### src/rtl/cfg_stream_pkg.sv
package cfg_stream_pkg;
  localparam logic [13:0] CTRL_OFS  = 14'h0040;
  localparam logic [13:0] STAT_OFS  = 14'h0044;
  localparam logic [13:0] SIZE_OFS  = 14'h0048;
  localparam logic [13:0] USED_OFS  = 14'h004C;
  localparam logic [13:0] TOTAL_OFS = 14'h0050;
  localparam logic [13:0] CUR_OFS   = 14'h0054;
  localparam logic [13:0] DATA_OFS  = 14'h3000;

  // strobes from control to datapath
  typedef struct packed {
    logic flush;
    logic run;
    logic dmaOk;
    logic loadTotal;
    logic push;
  } dpCmd_t;

  // events from datapath to control
  typedef struct packed {
    logic overflow;
    logic allSent;
  } dpStat_t;
endpackage

### src/rtl/cfg_stream_ctl.sv
module cfg_stream_ctl
  import cfg_stream_pkg::*;
#(
  parameter int DONE_WAIT = 32
) (
  input  logic        clk,
  input  logic        rstN,
  input  logic        busWrEn,
  input  logic [13:0] busAddr,
  input  logic [2:0]  ctlWrBits,
  input  logic        tgtStatus,
  input  logic        tgtDone,
  input  dpStat_t     stat,
  output dpCmd_t      cmd,
  output logic [2:0]  ctrlBits,
  output logic [2:0]  errBits,
  output logic        busy,
  output logic        irqOut
);
  localparam int WW = $clog2(DONE_WAIT + 1);

  logic [WW-1:0] waitCnt;
  logic wrCtrl, active, lostNow, doneNow, tmoNow, waiting;

  assign wrCtrl  = busWrEn && (busAddr == CTRL_OFS);
  assign active  = ctrlBits[0] && !ctrlBits[1] && !irqOut;
  assign lostNow = active && !tgtStatus;
  assign doneNow = active && tgtDone;
  assign waiting = active && stat.allSent && !tgtDone;
  assign tmoNow  = waiting && (waitCnt == WW'(DONE_WAIT - 1));
  assign busy    = active;

  always_comb begin
    cmd.flush     = wrCtrl && !ctlWrBits[0];
    cmd.run       = active;
    cmd.dmaOk     = active && ctrlBits[2];
    cmd.loadTotal = busWrEn && (busAddr == TOTAL_OFS);
    cmd.push      = busWrEn && (busAddr == DATA_OFS);
  end

  always_ff @(posedge clk or negedge rstN) begin
    if (!rstN) begin
      ctrlBits <= '0;
      errBits  <= '0;
      irqOut   <= 1'b0;
      waitCnt  <= '0;
    end else if (wrCtrl) begin
      ctrlBits <= ctlWrBits;
      waitCnt  <= '0;
      if (!ctlWrBits[0]) begin
        errBits <= '0;
        irqOut  <= 1'b0;
      end
    end else begin
      if (stat.overflow) begin
        errBits[0] <= 1'b1;
        irqOut     <= 1'b1;
      end
      if (lostNow) begin
        errBits[1] <= 1'b1;
        irqOut     <= 1'b1;
      end
      if (tmoNow) begin
        errBits[2] <= 1'b1;
        irqOut     <= 1'b1;
      end
      if (doneNow) irqOut <= 1'b1;
      if (waiting && !tmoNow) waitCnt <= waitCnt + 1'b1;
      else                    waitCnt <= '0;
    end
  end
endmodule

### src/rtl/cfg_stream_dp.sv
module cfg_stream_dp
  import cfg_stream_pkg::*;
#(
  parameter int DEPTH = 16,
  parameter int HALF  = DEPTH / 2,
  localparam int AW   = $clog2(DEPTH)
) (
  input  logic        clk,
  input  logic        rstN,
  input  dpCmd_t      cmd,
  input  logic [31:0] wrData,
  output dpStat_t     stat,
  output logic [7:0]  tgtData,
  output logic        tgtStrobe,
  output logic        dmaReq,
  output logic [AW:0] fifoCnt,
  output logic [31:0] curCnt,
  output logic [31:0] totalCnt
);
  logic [31:0]   mem [DEPTH];
  logic [AW-1:0] wrPtr, rdPtr;
  logic [31:0]   shWord;
  logic [2:0]    shLeft;
  logic          full, empty, doPush, doPop;
  logic [31:0]   accepted;

  function automatic logic [AW-1:0] nextPtr(input logic [AW-1:0] p);
    return (p == AW'(DEPTH - 1)) ? '0 : p + 1'b1;
  endfunction

  assign full          = (fifoCnt == (AW+1)'(DEPTH));
  assign empty         = (fifoCnt == '0);
  assign doPush        = cmd.push && !full;
  assign stat.overflow = cmd.push && full;
  assign stat.allSent  = (curCnt == totalCnt);
  assign doPop         = cmd.run && (shLeft == 3'd0) && !empty && !stat.allSent;

  // bytes already in the pipe: sent, in the serializer, or queued
  assign accepted = curCnt + 32'(shLeft) + 32'({fifoCnt, 2'b00});
  assign dmaReq   = cmd.dmaOk
                 && (((AW+1)'(DEPTH) - fifoCnt) >= (AW+1)'(HALF))
                 && (accepted < totalCnt);

  always_ff @(posedge clk) begin
    if (doPush) mem[wrPtr] <= wrData;
  end

  always_ff @(posedge clk or negedge rstN) begin
    if (!rstN) begin
      wrPtr     <= '0;
      rdPtr     <= '0;
      fifoCnt   <= '0;
      shWord    <= '0;
      shLeft    <= '0;
      curCnt    <= '0;
      totalCnt  <= '0;
      tgtData   <= '0;
      tgtStrobe <= 1'b0;
    end else if (cmd.flush) begin
      wrPtr     <= '0;
      rdPtr     <= '0;
      fifoCnt   <= '0;
      shLeft    <= '0;
      curCnt    <= '0;
      tgtStrobe <= 1'b0;
    end else begin
      if (cmd.loadTotal) totalCnt <= wrData;
      if (doPush) wrPtr <= nextPtr(wrPtr);
      if (doPop)  rdPtr <= nextPtr(rdPtr);
      fifoCnt   <= fifoCnt + (AW+1)'(doPush) - (AW+1)'(doPop);
      tgtStrobe <= 1'b0;
      if (doPop) begin
        shWord <= mem[rdPtr];
        shLeft <= 3'd4;
      end else if (cmd.run && shLeft != 3'd0) begin
        tgtData   <= shWord[31:24];
        shWord    <= {shWord[23:0], 8'h00};
        shLeft    <= shLeft - 3'd1;
        tgtStrobe <= 1'b1;
        curCnt    <= curCnt + 32'd1;
      end
    end
  end
endmodule

### src/rtl/cfg_stream_ctrl.sv
module cfg_stream_ctrl
  import cfg_stream_pkg::*;
#(
  parameter int FIFO_DEPTH = 16,
  parameter int DONE_WAIT  = 32
) (
  input  logic        clk,
  input  logic        rstN,
  input  logic        busWrEn,
  input  logic [13:0] busAddr,
  input  logic [31:0] busWrData,
  output logic [31:0] busRdData,
  output logic        irqOut,
  output logic        dmaReq,
  output logic        tgtCfgRst,
  output logic [7:0]  tgtData,
  output logic        tgtStrobe,
  input  logic        tgtStatus,
  input  logic        tgtDone
);
  localparam int AW   = $clog2(FIFO_DEPTH);
  localparam int HALF = FIFO_DEPTH / 2;

  dpCmd_t      cmd;
  dpStat_t     stat;
  logic [2:0]  ctrlBits, errBits;
  logic        busy;
  logic [AW:0] fifoCnt;
  logic [31:0] curCnt, totalCnt;

  cfg_stream_ctl #(.DONE_WAIT(DONE_WAIT)) ctl_i (
    .clk(clk), .rstN(rstN), .busWrEn(busWrEn), .busAddr(busAddr),
    .ctlWrBits(busWrData[2:0]), .tgtStatus(tgtStatus), .tgtDone(tgtDone),
    .stat(stat), .cmd(cmd), .ctrlBits(ctrlBits), .errBits(errBits),
    .busy(busy), .irqOut(irqOut)
  );

  cfg_stream_dp #(.DEPTH(FIFO_DEPTH), .HALF(HALF)) dp_i (
    .clk(clk), .rstN(rstN), .cmd(cmd), .wrData(busWrData), .stat(stat),
    .tgtData(tgtData), .tgtStrobe(tgtStrobe), .dmaReq(dmaReq),
    .fifoCnt(fifoCnt), .curCnt(curCnt), .totalCnt(totalCnt)
  );

  assign tgtCfgRst = ctrlBits[1];

  always_comb begin
    case (busAddr)
      CTRL_OFS:  busRdData = {29'b0, ctrlBits};
      STAT_OFS:  busRdData = {13'b0, tgtDone, 2'b0, 12'b0, errBits, busy};
      SIZE_OFS:  busRdData = 32'(FIFO_DEPTH * 4);
      USED_OFS:  busRdData = 32'({fifoCnt, 2'b00});
      TOTAL_OFS: busRdData = totalCnt;
      CUR_OFS:   busRdData = curCnt;
      default:   busRdData = 32'h0;
    endcase
  end
endmodule

### config.mk
export PLATFORM = sky130hd
export DESIGN_NAME = cfg_stream_ctrl
export DESIGN_NICKNAME = d
export VERILOG_FILES = /design/src/rtl/cfg_stream_pkg.sv /design/src/rtl/cfg_stream_ctl.sv /design/src/rtl/cfg_stream_dp.sv /design/src/rtl/cfg_stream_ctrl.sv
export SDC_FILE = /design/constraint.sdc
export NUM_CORES = 1
export LEC_CHECK = 0
export BUFFER_PORTS_ARGS = -buffer_cell sky130_fd_sc_hd__buf_4
export CAP_MARGIN = 20
export CORE_UTILIZATION = 36
export CTS_CLUSTER_SIZE = 14
export DETAILED_ROUTE_END_ITERATION = 12
export PLACE_DENSITY = 0.62
export SYNTH_ARGS = -nofsm -noshare
export SYNTH_HDL_FRONTEND = slang
export SYNTH_HIERARCHICAL = 1
export SYNTH_SLANG_ARGS = --single-unit
### constraint.sdc
create_clock -name clk -period 4.3 [get_ports clk]
set_input_delay 0.43 -clock clk [delete_from_list [all_inputs] [get_ports clk]]
set_output_delay 0.43 -clock clk [all_outputs]
set_load 0.01 [all_outputs]
==> impl_metrics.env <==
export IMPL_outcome="finished, violations left"
export IMPL_violations="setup timing"
export IMPL_synth_xor_area_share_pct=3.13
export IMPL_dp_worst_setup_slack_ps=-302
export IMPL_clockRootBuffer="clkbuf_16"
export IMPL_cts_buffers_inserted=69
export IMPL_die_h_um=281
export IMPL_cts_tree="done"
export IMPL_crit_type="reg2out"
export IMPL_tightest_slew_ps=1110
export IMPL_grt_max_degree=79
export IMPL_cts_clk_slew_worst_paths_ps=60
export IMPL_synthSimpleGateAreaFrac_pct=6.74
export IMPL_wl_mm=69.7
export IMPL_placed_area_um2=30500
export IMPL_hp_start="tgtStatus"
export IMPL_drtAntennaViolNets=0
export IMPL_power_mw=14.2
export IMPL_synth_compound_area_share_pct=4.65
export IMPL_grt_pass1_wl_mm=104
export IMPL_slew_violations=0
export IMPL_pwr_share_seq_pct=48.0
export IMPL_end_kind="output port"
export IMPL_cp_top_family="adder cells"
export IMPL_synth_top_area_cell="edfxtp_1"
export IMPL_fin_util_pct=42.8
export IMPL_dpl_hpwl_mm=44.5
export IMPL_maxCapViolCount=0
export IMPL_ys_async_sr_fraction_pct=20.7
export IMPL_htree_num_levels=3
export IMPL_clock_latency_ps=600
export IMPL_skew_ps=18.0
export IMPL_drt_initial_drc_count=1392
export IMPL_viasPerCell=5.29
export IMPL_crit_slowest_cell="fa_1"
export IMPL_startpoint="dp_i/fifoCnt[0]$_DFF_PN0_"
export IMPL_final_area_um2=32800
export IMPL_stdcell_count=2931
export IMPL_rsz0062_at_grt="yes"
export IMPL_ys_seq_area_share_pct=66.8
export IMPL_synthToLayoutAreaGrowth_pct=16.9
export IMPL_cp_start_kind="flip-flop"
export IMPL_muxShareOfSynthArea_pct=13.2
export IMPL_synthCells=1681
export IMPL_layout_drive_gt1_share_pct=26.5
export IMPL_peakVddDrop_mv=0.303
export IMPL_crit_buf_inv=4
export IMPL_drc=0
export IMPL_hold_viol_final=0
export IMPL_dr_pass1_iters=5
export IMPL_core_region_area_um2=76500
export IMPL_fill_cells=6795
export IMPL_num_rows=101
export IMPL_syn_avg_cell_area_um2=16.7
export IMPL_layout_min_cycle_time_ps=4870
export IMPL_antenna_found_initial=5
export IMPL_setup_tns_final_ps=-567
export IMPL_die_area_um2=79000
export IMPL_die_w_um=281
export IMPL_placedCellCount=2804
export IMPL_clkPwrFrac_pct=40.3
export IMPL_cp_data_required_time_ps=3870
export IMPL_synth_edff_count=512
export IMPL_synth_top_family_by_area="multiplexers"
export IMPL_p_per_area_nw_per_um2=433
export IMPL_first_global_vias=16100
export IMPL_final_nets=1963
export IMPL_swShare_pct=23.5
export IMPL_r2r_start="dp_i/curCnt[18]$_DFFE_PN0P_"
export IMPL_crit_fanout=2
export IMPL_start_util_pct=36.6
export IMPL_synth_area_leaders="edfxtp_1 (55%), mux4_2 (13%), dfrtp_1 (12%)"
export IMPL_hold_slack_ps=145
export IMPL_wl_per_cell_um=23.8
export IMPL_setup_ws_ps=-567
export IMPL_synth_top_area_share_pct=54.9
export IMPL_max_slew_margin_pct=25.3
export IMPL_syn_nets=1797
export IMPL_synthAdderAreaFrac_pct=2.98
export IMPL_ys_types=71
export IMPL_switchingPower_mw=3.33
export IMPL_syn_area_um2=28000
export IMPL_track_usage_pct=17.9
export IMPL_period_share_pct=113
export IMPL_clockBufferDepth=3
export IMPL_grt_overflow=0
export IMPL_min_path_type="in2reg"
export IMPL_critical_path_max_stage_delay_ps=550
export IMPL_pin_count=95
export IMPL_comb_power_share_pct=11.7
export IMPL_arrival_ps=4440
export IMPL_p_int_mw=10.9
export IMPL_crit_chain="inv_2 > fa_1 > inv_2 > fa_2 > a21o_1 > a21oi_2 > o21bai_2 > nor3b_2 > and3_1 > xor2_1 > ha_1 > a21oi_2 > nor2_1 > a2111oi_2 > nor3_1 > o31a_1 > nor3_2 > buf_4 > buf_6"
export IMPL_gp_congestion=0.888
export IMPL_ys_warn_count=6
export IMPL_power_leakage_nw=11.9
export IMPL_vias=15500
export IMPL_synth_seq_cells=646
export IMPL_setup_viol=1
export IMPL_cts_sinks=646
export IMPL_clock_fmax_mhz=205
export IMPL_numPortBuffers=94
export IMPL_synth_flop_cell="edfxtp_1"
## final timing paths
check	to	slack (ps)	depth (start not counted)
setup reg to reg	dp_i/fifoCnt[4]$_DFF_PN0_	630	14
hold reg to reg	ctl_i/waitCnt[0]$_DFF_PN0_	480	1
setup / recovery	dmaReq	-570	19
hold / removal	ctl_i/errBits[1]$_DFFE_PN0P_	140	3
min in group asynchronous	dp_i/tgtData[5]$_DFFE_PN0P_	420	2
max in group asynchronous	dp_i/fifoCnt[2]$_DFF_PN0_	2830	3
## flip-flops by register name, summed over array words and instances (netlist names)
register / cells
dp_i/totalCnt: 32
ctl_i/waitCnt: 6
ctl_i/errBits: 3
ctl_i/ctrlBits: 3
dp_i/mem: 512
dp_i/curCnt: 32
dp_i/shLeft: 3
dp_i/shWord: 32
dp_i/wrPtr: 4
dp_i/fifoCnt: 5
dp_i/tgtStrobe: 1
ctl_i/irqOut: 1
dp_i/rdPtr: 4
dp_i/tgtData: 8
## area by class of cell
| cell class | count | area [µm²] | area share [%] |
|---|---|---|---|
| Sequential cell | 646 | 18700 | 57.2 |
| Multi-Input combinational cell | 880 | 8730 | 26.6 |
| Clock buffer | 95 | 1890 | 5.76 |
| Timing Repair Buffer | 184 | 1580 | 4.83 |
| Tap cell | 1030 | 1290 | 3.93 |
| Clock inverter | 29 | 279 | 0.852 |
| Inverter | 66 | 248 | 0.756 |
| Antenna cell | 1 | 2.50 | 0.00764 |
## kinds of logic (layout without fill, tap and decap cells)
| kind of cell | after synthesis | in the layout |
|---|---|---|
| adder cells (fa/ha/maj) | 65 | 65 |
| other | 0 | 1 |
| buffers and inverters | 155 | 374 |
| flip-flops | 646 | 646 |
| multiplexers | 169 | 169 |
| AND/OR/NAND/NOR | 358 | 358 |
| AO/OA/AOI/OAI | 188 | 188 |
| XOR/XNOR | 100 | 100 |
## synth_stat cells, drive strengths merged, types with 8 or more instances
cell	n
edfxtp	512
mux4	160
dfrtp	134
nand2	103
nor2	75
xor2	65
ha	62
inv	57
o21ai	55
buf	47
clkbuf	42
xnor2	35
nand3	32
a21oi	26
and2	25
nand4	25
o21a	25
a22o	24
o22a	24
nor3	22
nor4	14
clkinv	9
or3	9
and3	8
nor3b	8
## per-layer routing
layer / vias to the layer above / GRT usage (%) / share of wire [%]
li1: 6872 / - / -
met1: 8124 / 24.4 / 44
met3: 87 / 2.83 / 5.2
met2: 430 / 29.9 / 49
met5: - / 0 / 0
met4: 0 / 4.76 / 2.0
## cells in the final DEF (no fill, tap or decap), types with 6 or more instances in the layout
master     instances
a22o_1            24
nor2_1            72
clkbuf_16         70
xor2_1            65
o22a_1            24
xnor2_1           35
inv_1             55
dfrtp_1          130
ha_1              62
nand2_1          103
clkbuf_1          21
nor2b_1            6
buf_12            15
nor4_1            12
o21ai_1           10
clkinv_2          14
and3_1             8
edfxtp_1         512
mux4_2           160
nand2b_1           6
nand4_1           24
and2_1             9
or3_1              8
buf_4            165
a21oi_1           24
nor3_1            15
and2_2            16
o21ai_0           43
nand3_1           32
a21o_1             7
clkinv_1          14
o21a_1            25
## worst reg2reg max path, delay by kind of cell (launching register included)
family | cells | cell delay (ps)
and+or+nand+nor | 4 | 1140
DFF | 1 | 550
xor gates and xnor gates | 1 | 230
AOI/OAI and AO/OA | 3 | 420
adders and majority gates | 3 | 910
buffers and inverters | 3 | 330
## power by group through the flow
stage	clock [mW]	combinational [mW]	sequential (mW)
after global routing	6.07	1.83	6.81
after CTS	5.84	1.65	6.81
after floorplan	0	0.956	6.93
after detailed placement	0	1.58	6.94
after global placement	0	1.54	6.94
final	5.72	1.66	6.81
## what timing repair did
item                                    CTS  global route
pin swaps                                14             5
resized for setup                        19             2
endpoints found under the hold margin    76             0
hold buffers                              1             0
endpoints found under the setup margin    1             1
setup buffers                             0             2
Power figures use the tool's default switching activity.
